## config.mk

```make
export PLATFORM = sky130hd
export DESIGN_NAME = clamp_timer
export DESIGN_NICKNAME = d
export VERILOG_FILES = /design/src/rtl/clamp_timer_pkg.sv /design/src/rtl/ct_hs_edge.sv /design/src/rtl/ct_line_counter.sv /design/src/rtl/ct_timeout.sv /design/src/rtl/ct_gain_latch.sv /design/src/rtl/clamp_timer.sv
export SDC_FILE = /design/constraint.sdc
export NUM_CORES = 1
export LEC_CHECK = 0
export BUFFER_PORTS_ARGS = -buffer_cell sky130_fd_sc_hd__buf_2
export CORE_ASPECT_RATIO = 0.5
export CORE_MARGIN = 4
export CORE_UTILIZATION = 32
export CTS_CLUSTER_DIAMETER = 50
export CTS_CLUSTER_SIZE = 40
export DETAILED_ROUTE_END_ITERATION = 12
export GPL_ROUTABILITY_DRIVEN = 1
export PLACE_DENSITY = 0.52
export RECOVER_POWER = 100
export SETUP_SLACK_MARGIN = 0.02
export SYNTH_ARGS = -nofsm -noshare
export SYNTH_HDL_FRONTEND = slang
export SYNTH_HIERARCHICAL = 1
export SYNTH_SLANG_ARGS = --single-unit
```

## constraint.sdc

```tcl
create_clock -name clk -period 4.6 [get_ports clk]
set_input_delay 0.92 -clock clk [delete_from_list [all_inputs] [get_ports clk]]
set_output_delay 0.92 -clock clk [all_outputs]
set_load 0.005 [all_outputs]
```

## src/rtl/clamp_timer_pkg.sv

```systemverilog
`timescale 1ns/1ps
// Shared definitions for the clamp timer.
package clamp_timer_pkg;
    typedef enum logic {
        HS_ACTIVE_LOW  = 1'b0,
        HS_ACTIVE_HIGH = 1'b1
    } hs_pol_e;
endpackage

```

## src/rtl/ct_hs_edge.sv

```systemverilog
`timescale 1ns/1ps
// Trailing-edge detector for horizontal sync.
// Assumes hsync_i is already synchronous to clk. The output is a
// combinational pulse during the cycle in which the registered
// asserted state falls.
module ct_hs_edge
    import clamp_timer_pkg::*;
(
    input  logic clk,
    input  logic rst_n,
    input  logic hsync_i,
    input  logic hs_pol_i,
    output logic trail_o
);
    logic asserted;
    logic asserted_q;

    // Normalise polarity so that 1 means "sync asserted".
    always_comb begin
        asserted = (hs_pol_e'(hs_pol_i) == HS_ACTIVE_HIGH) ? hsync_i : ~hsync_i;
    end

    // Remember the previous asserted state.
    always_ff @(posedge clk) begin
        if (!rst_n) asserted_q <= 1'b0;
        else        asserted_q <= asserted;
    end

    assign trail_o = asserted_q & ~asserted;
endmodule

```

## src/rtl/ct_line_counter.sv

```systemverilog
`timescale 1ns/1ps
// Per-line pixel counter and window generator.
// A trailing edge loads the count with zero and starts it. The window
// covers counts start .. start+width-1. The counter stops at the window end.
// The counter is one bit wider than the start field, so start+width never
// wraps.
module ct_line_counter #(
    parameter int START_W = 16,
    parameter int WIDTH_W = 8
) (
    input  logic               clk,
    input  logic               rst_n,
    input  logic               trail_i,
    input  logic [START_W-1:0] start_i,
    input  logic [WIDTH_W-1:0] width_i,
    output logic               in_win_o,
    output logic               first_o,
    output logic               first_nxt_o
);
    localparam int CNT_W = START_W + 1;

    logic [CNT_W-1:0] cnt, cnt_n, start_ext, end_val;
    logic             running, run_n, win_n;

    assign start_ext = {1'b0, start_i};
    assign end_val   = start_ext + CNT_W'(width_i);

    // Next count, run state and window flags.
    always_comb begin
        cnt_n = cnt;
        run_n = running;
        if (trail_i) begin
            cnt_n = '0;
            run_n = 1'b1;
        end else if (running) begin
            cnt_n = cnt + 1'b1;
        end
        win_n       = run_n && (cnt_n >= start_ext) && (cnt_n < end_val);
        first_nxt_o = win_n && (cnt_n == start_ext);
        if (run_n && (cnt_n >= end_val)) run_n = 1'b0;
    end

    // State and registered window outputs.
    always_ff @(posedge clk) begin
        if (!rst_n) begin
            cnt      <= '0;
            running  <= 1'b0;
            in_win_o <= 1'b0;
            first_o  <= 1'b0;
        end else begin
            cnt      <= cnt_n;
            running  <= run_n;
            in_win_o <= win_n;
            first_o  <= first_nxt_o;
        end
    end
endmodule

```

## src/rtl/ct_timeout.sv

```systemverilog
`timescale 1ns/1ps
// Sync-loss timeout. Counts edges since the last clear. When the count
// reaches TMO_CYCLES it pulses fire_o for one cycle and starts over.
module ct_timeout #(
    parameter int TMO_CYCLES = 4096
) (
    input  logic clk,
    input  logic rst_n,
    input  logic clear_i,
    output logic fire_o
);
    localparam int TMO_W = $clog2(TMO_CYCLES + 1);

    logic [TMO_W-1:0] cnt;

    assign fire_o = !clear_i && (cnt == TMO_W'(TMO_CYCLES - 1));

    // Count up, restarting on a clear or on expiry.
    always_ff @(posedge clk) begin
        if (!rst_n)                cnt <= '0;
        else if (clear_i || fire_o) cnt <= '0;
        else                        cnt <= cnt + 1'b1;
    end
endmodule

```

## src/rtl/ct_gain_latch.sv

```systemverilog
`timescale 1ns/1ps
// Active gain registers, one per channel. All channels load from the
// pending bus together on load_i.
module ct_gain_latch #(
    parameter int             NUM_CH   = 3,
    parameter int             GAIN_W   = 8,
    parameter logic [GAIN_W-1:0] GAIN_RST = 8'h55
) (
    input  logic                     clk,
    input  logic                     rst_n,
    input  logic                     load_i,
    input  logic [NUM_CH*GAIN_W-1:0] pend_i,
    output logic [NUM_CH*GAIN_W-1:0] gain_o
);
    for (genvar c = 0; c < NUM_CH; c++) begin : g_ch
        // Channel c transfer register.
        always_ff @(posedge clk) begin
            if (!rst_n)      gain_o[c*GAIN_W +: GAIN_W] <= GAIN_RST;
            else if (load_i) gain_o[c*GAIN_W +: GAIN_W] <= pend_i[c*GAIN_W +: GAIN_W];
        end
    end
endmodule

```

## src/rtl/clamp_timer.sv

```systemverilog
`timescale 1ns/1ps
// DC-restore clamp timer.
// Produces a per-line clamp pulse placed relative to the sync trailing
// edge, a black-level window strobe, and the once-per-line gain transfer.
// The clamp is gated live by the coupling mode and by coast.
// Assumes that all inputs are synchronous to clk.
module clamp_timer #(
    parameter int                START_W    = 16,
    parameter int                WIDTH_W    = 8,
    parameter int                NUM_CH     = 3,
    parameter int                GAIN_W     = 8,
    parameter logic [GAIN_W-1:0] GAIN_RST   = 8'h55,
    parameter int                TMO_CYCLES = 4096
) (
    input  logic                     clk,
    input  logic                     rst_n,
    input  logic                     hsync_i,
    input  logic                     hs_pol_i,
    input  logic                     coast_i,
    input  logic                     ac_coupled_i,
    input  logic                     clamp_in_coast_i,
    input  logic [START_W-1:0]       start_ofs_i,
    input  logic [WIDTH_W-1:0]       clamp_width_i,
    input  logic [NUM_CH*GAIN_W-1:0] gain_pend_i,
    output logic                     clamp_o,
    output logic                     window_o,
    output logic [NUM_CH*GAIN_W-1:0] gain_o
);
    logic trail, in_win, line_evt, tmo_fire;

    ct_hs_edge u_edge (
        .clk(clk), .rst_n(rst_n), .hsync_i(hsync_i),
        .hs_pol_i(hs_pol_i), .trail_o(trail)
    );

    ct_line_counter #(.START_W(START_W), .WIDTH_W(WIDTH_W)) u_cnt (
        .clk(clk), .rst_n(rst_n), .trail_i(trail),
        .start_i(start_ofs_i), .width_i(clamp_width_i),
        .in_win_o(in_win), .first_o(window_o), .first_nxt_o(line_evt)
    );

    ct_timeout #(.TMO_CYCLES(TMO_CYCLES)) u_tmo (
        .clk(clk), .rst_n(rst_n), .clear_i(trail | line_evt), .fire_o(tmo_fire)
    );

    ct_gain_latch #(.NUM_CH(NUM_CH), .GAIN_W(GAIN_W), .GAIN_RST(GAIN_RST)) u_gain (
        .clk(clk), .rst_n(rst_n), .load_i(line_evt | tmo_fire),
        .pend_i(gain_pend_i), .gain_o(gain_o)
    );

    // Clamp only when AC-coupled and not blocked by coast.
    always_comb begin
        clamp_o = in_win && ac_coupled_i && (clamp_in_coast_i || !coast_i);
    end
endmodule

```

# After elaboration in Yosys (flattened, before gate mapping)
# Index checks and enable logic that the tools add are counted.
# word_totals
elab_cells	40
in_bits	55
out_inout_bits	26
regBits	58
# classes
muxes	4
order_cmp	3
n_bitwise	6
eq_ne	2
n_reduce_logical	13
addsub	3
# ops
op	count
2-to-1 mux 17 bit	2
adder 16 x 8 -> 17 bit	1
adder 17 x 1 -> 17 bit (second input constant)	1
equality test 17 x 16 -> 1 bit	1
greater-or-equal comparator 17 x 16 -> 1 bit	1
greater-or-equal comparator 17 bit	1
less-than comparator 17 bit	1
adder 13 x 1 -> 13 bit (second input constant)	1
equality test 13 x 12 -> 1 bit (second input constant)	1
logical AND 1 bit	7
OR reduction 2 bit	2
NOT 1 bit	3
zero test 1 bit	2
logical OR 1 bit	2
2-to-1 mux 1 bit	2
OR 1 bit	2
bitwise AND 1 bit	1

# Logic depth before layout (Yosys ltp)
# logic_depth
ltp_word	14
ltp_mapped	21
ltp_nobuf	19

# Modules after synthesis
# The synthesis kept the hierarchy.
# modules_own_cells
module	cells_each	seq_area_each_um2	area_per_inst_um2	n_inst
ct_line_counter	271	400.4	2177.1	1
ct_gain_latch	77	480.5	890.9	1
ct_timeout	62	260.2	554.3	1
ct_hs_edge	4	20.0	41.3	1
clamp_timer	5	0.0	25.0	1

# Worst setup path before layout
# Ideal clock, no wire load.
# synth_path
path_kind	input port to flip-flop
from	in start_ofs_i[0]
to	reg u_gain.gain_o[0]
t_required_ps	4471
path_stages	21
path_slack_ps	-170
n_path_buf	2
setup_time_ps	129
arrival_ps	4640
cell_sequence	ha_1 -> fa_1 -> a21o_1 -> a211o_1 -> o211ai_1 -> a211o_1 -> nor3_1 -> xnor2_1 -> ha_1 -> a21oi_1 -> o21ai_0 -> a2111oi_0 -> a21oi_1 -> nor4b_1 -> or2_1 -> nor3_1 -> or2_1 -> buf_6 -> buf_6 -> mux2i_1 -> nand2_1
# synth_via
elab_chain_len	8
elab_cells_between_ends	11
cone_classes	add/sub: 1; order compare: 2; eq/ne: 1; bitwise: 2; reduce/logical: 5
# synth_lines
element	line	source
from (decl)	clamp_timer.sv:22	input logic [START_W-1:0] start_ofs_i,
adder 16 x 8 -> 17 bit / greater-or-equal comparator 17 x 16 -> 1 bit (equally long branches)	ct_line_counter.sv:26, ct_line_counter.sv:38	
less-than comparator 17 bit / logical AND 1 bit (equally long branches)	ct_line_counter.sv:38	win_n = run_n && (cnt_n >= start_ext) && (cnt_n < end_val);
logical AND 1 bit	ct_line_counter.sv:38	
logical AND 1 bit *	ct_line_counter.sv:39	first_nxt_o = win_n && (cnt_n == start_ext);
named net line_evt	clamp_timer.sv:29	logic trail, in_win, line_evt, tmo_fire;
OR 1 bit *	clamp_timer.sv:43	.clk(clk), .rst_n(rst_n), .clear_i(trail | line_evt), .fire_o(tmo_fire)
zero test 1 bit *	ct_timeout.sv:16	assign fire_o = !clear_i && (cnt == TMO_W'(TMO_CYCLES - 1));
logical AND 1 bit *	ct_timeout.sv:16	
named net tmo_fire	clamp_timer.sv:29	
OR 1 bit *	clamp_timer.sv:47	.clk(clk), .rst_n(rst_n), .load_i(line_evt | tmo_fire),
to (signal, indexed assignment)	ct_gain_latch.sv:19	else if (load_i) gain_o[c*GAIN_W +: GAIN_W] <= pend_i[c*GAIN_W +: GAIN_W];
to (decl)	ct_gain_latch.sv:13	output logic [NUM_CH*GAIN_W-1:0] gain_o
# The timed path passes the listed nets; every way through them passes the cells marked *.
# A chain may end at the register's enable or synchronous reset.

# Final worst setup path
# layout_path
from	in start_ofs_i[0]
to	reg u_gain.gain_o[6]
# The elaborated chain is that of the path after synthesis.

==> results.tsv <==
metric	value	unit
Slew @ Worst Pin	0.535	ns
fill count	1124	
DR vias	3102	
R2R setup slack	0.62	ns
pre-CTS setup slack	-0.603	ns
post-route cell area	4840	um2
Synth Area in Simple Gates	24.7	%
Required @ worst endpoint	4.79	ns
R2R depth	18	
Antenna Nets Post-Route	0	
Min-Delay Path Class	reg2reg	
Die Width	160	um
Chip Height	83.9	um
synthesized area	3690	um2
Synth Area per Inst	8.80	um2
Layout Cells excl Fill	678	
Synth Area in Adders	15.1	%
Seq/Total Area, Yosys	31.5	%
Synth Register Bits	58	
Worst setup SP type	primary input	
largest family of logic cells by synthesized area	simple AND/OR/NAND/NOR gates	
Peak supply drop	141	uV
post-route clock period utilization	103	%
Leak	2.12	nW
area of the multi-input gates	2450	um2
initial core utilization	33.2	%
GP Congestion	0.762	
Worst Path Arrival	4.91	ns
failing checks	setup timing	
Synth Area in XOR/XNOR	9.50	%
RR Endpoint	u_gain/gain_o[6]$_SDFFE_PN1P_	
Max Cap Violations	0	
Mapped Cells	419	
die area	13400	um2
dpl cell area	4410	um2
area growth from synthesis to layout	31.3	%
Ports	81	
# clock sinks	58	
DR DRC count	0	
critical path peak fanout	6	
Critical-path top delay cell	fa_2	
Synth area leader	dfxtp_1	
Max transition margin	64.1	%
# setup viols final	24	
drt via density	4.58	
Final HPWL DP	6450	um
post-synthesis mux area share	6.78	%
Iter 0 DRT Violations	113	
CTS root buf	clkbuf_16	
Wirelength per Cell	12.4	um
Crit path max-delay family	compound AO/OA/AOI/OAI gates	
share of cells above drive strength 1	26.1	%
status	finished with violations	
Setup crit end kind	flip-flop	
Yosys top cell area share	31.5	%
CTS Buf Count	9	
Cell Rows	27	
CTS H-tree depth	3	
largest net degree at the start of global routing	36	
clk_lat worst skew	0.32	ns
CP Class	in2reg	
Core Footprint	11100	um2
critical path, cell by cell	buf_6, ha_4, fa_2, a21o_1, a211o_1, o211ai_1, a211o_1, buf_4, nor3_2, xnor2_1, ha_1, a21oi_2, o21ai_2, a2111oi_4, a21oi_2, nor4b_4, buf_4, or2_1, nor3_2, or2_4, clkbuf_16, mux2i_1, nand2_1	
# nets final	628	
Synth Area in Compound Gates	7.90	%
CTS tree	yes	
# diodes	0	
top cells by area, synth	dfxtp_1 31%, ha_1 15%, mux2i_1 6.8%, xnor2_1 5.0%, xor2_1 4.5%	
Distinct cells, synth	49	
Slew Limit Fails	0	
Total GRT Usage	12.6	%
unrepaired setup endpoints after global routing	true	
antenna violations before repair	0	
final worst slack	-0.123	ns
TritonRoute pass-1 iters	4	
sequential standard cell area	1160	um2
fin crit period	4.72	ns
Setup Skew	0.00479	ns
Clock Path Buffers	2	
Pwr Density	268	nW/um2
Final Hold Violating Endpoints	0	
vias in the first global route	3012	
hold path endpoint	u_tmo/cnt[0]$_SDFF_PP0_	
Crit Reg-Reg Startpoint	u_cnt/running$_SDFF_PP0_	
count of input and output buffers	80	
hold_sp	u_tmo/cnt[0]$_SDFF_PP0_	
Ys Warns	6	
slowest stage delay, CP	0.35	ns
GRT overflow	0	
Worst-path clk slew	0.05	ns
hold path depth	1	
routed wire length	8400	um
first-pass GRT wire length	14100	um
Syn Nets	518	
fmax	212	MHz
dpl cells	656	
Worst Path Buf+Inv	4	
==> routing by layer <==
layer	routed length (um)	vias up	share of wire [%]	track usage, %
met5	0	-	0	0
met4	108	0	1.3	3.75
met3	391	9	4.7	3.70
met2	3550	53	42	19.6
met1	4350	1375	52	17.0
li1	-	1665	-	-
==> worst max-delay path by stage <==
stage / end / slack, ns / startpoint / cells after the start
floorplan: u_gain/gain_o[0]$_SDFFE_PN1P_ / -0.04 / start_ofs_i[0] / 21
global placement: u_gain/gain_o[10]$_SDFFE_PN1P_ / -0.54 / start_ofs_i[0] / 22
detailed placement: u_gain/gain_o[18]$_SDFFE_PN1P_ / -0.60 / start_ofs_i[0] / 22
CTS: u_gain/gain_o[6]$_SDFFE_PN1P_ / 0.008 / start_ofs_i[0] / 22
global route: u_gain/gain_o[10]$_SDFFE_PN1P_ / -0.32 / start_ofs_i[0] / 23
finish: u_gain/gain_o[6]$_SDFFE_PN1P_ / -0.12 / start_ofs_i[0] / 23
==> area by class of cell <==
type / instances / area share [%]
Timing Repair Buffer: 110 / 14.3
Clock buffer: 12 / 5.30
Clock inverter: 3 / 0.310
Sequential cell: 58 / 24.0
Multi-Input combinational cell: 326 / 50.5
Inverter: 24 / 1.86
Tap cell: 145 / 3.75
==> state kept, by name, summed over array words and instances, names as in the netlist <==
name	count
u_gain/gain_o	24
u_cnt/cnt	17
u_tmo/cnt	13
u_cnt/first_o	1
u_cnt/in_win_o	1
u_cnt/running	1
u_edge/asserted_q	1
==> repair_timing <==
item	in CTS	in global routing
pin swaps	3	12
cloned	1	1
setup buffers	1	4
endpoints found under the setup margin	24	33
resized for setup	12	6
hold buffers	0	0
==> cell usage after synthesis (all sizes together) <==
library cell	n
o21a	2
inv	23
a211oi	2
nand4	10
and2	1
nor3	25
nand2	41
nor2	45
nand3b	2
a31oi	1
o41a	1
dfxtp	58
o31ai	1
nand2b	4
and4	2
a2111oi	2
nor2b	16
xnor2	21
xor2	19
nor4	6
o211ai	1
and3	1
fa	1
ha	43
a211o	3
or3	1
nand3	13
or2	3
buf	6
a21oi	17
nor4b	1
a21o	4
o21ai	10
clkbuf	5
or4	1
clkinv	1
mux2i	25
o31a	1
==> layout by cell type (no fill, tap or decap), drive strengths merged, types with 6 or more instances in the layout <==
| cell type | n |
|---|---|
| xor2 | 19 |
| clkbuf | 24 |
| nand4 | 10 |
| nor3 | 25 |
| a21oi | 17 |
| dfxtp | 58 |
| nand2 | 41 |
| mux2i | 25 |
| buf | 98 |
| nor2b | 16 |
| xnor2 | 21 |
| ha | 43 |
| o21ai | 10 |
| nand3 | 13 |
| nor4 | 6 |
| inv | 23 |
| nor2 | 45 |
==> metrics by stage <==
step / setup TNS, ns / total power (W) / hold slack, ns / utilization, %
global route: -6.96 / 0.00137 / 0.484 / 43.6
global placement: -14.80 / 0.000701 / 0.436 / 39.7
detailed placement: -16.78 / 0.000701 / 0.441 / 39.7
finish: -2.41 / 0.00130 / 0.449 / 43.6
CTS: 0 / 0.00132 / 0.452 / 42.9
floorplan: -0.604 / 0.000630 / 0.418 / -
==> power by group <==
group	internal, W	total [W]	switching, W
Clock	0.000386	0.000596	0.000210
Sequential	0.000508	0.000513	0.00000452
Combinational	0.0000955	0.000189	0.0000932
==> kinds of logic (layout without fill, tap and decap cells) <==
group	count (synthesis)	after routing
compound gates	45	45
simple gates	172	172
xor+xnor	40	40
buf+inv	35	149
flops	58	58
fa+ha+maj	44	44
mux	25	25
Note: power is estimated with default switching activity, not from simulation.
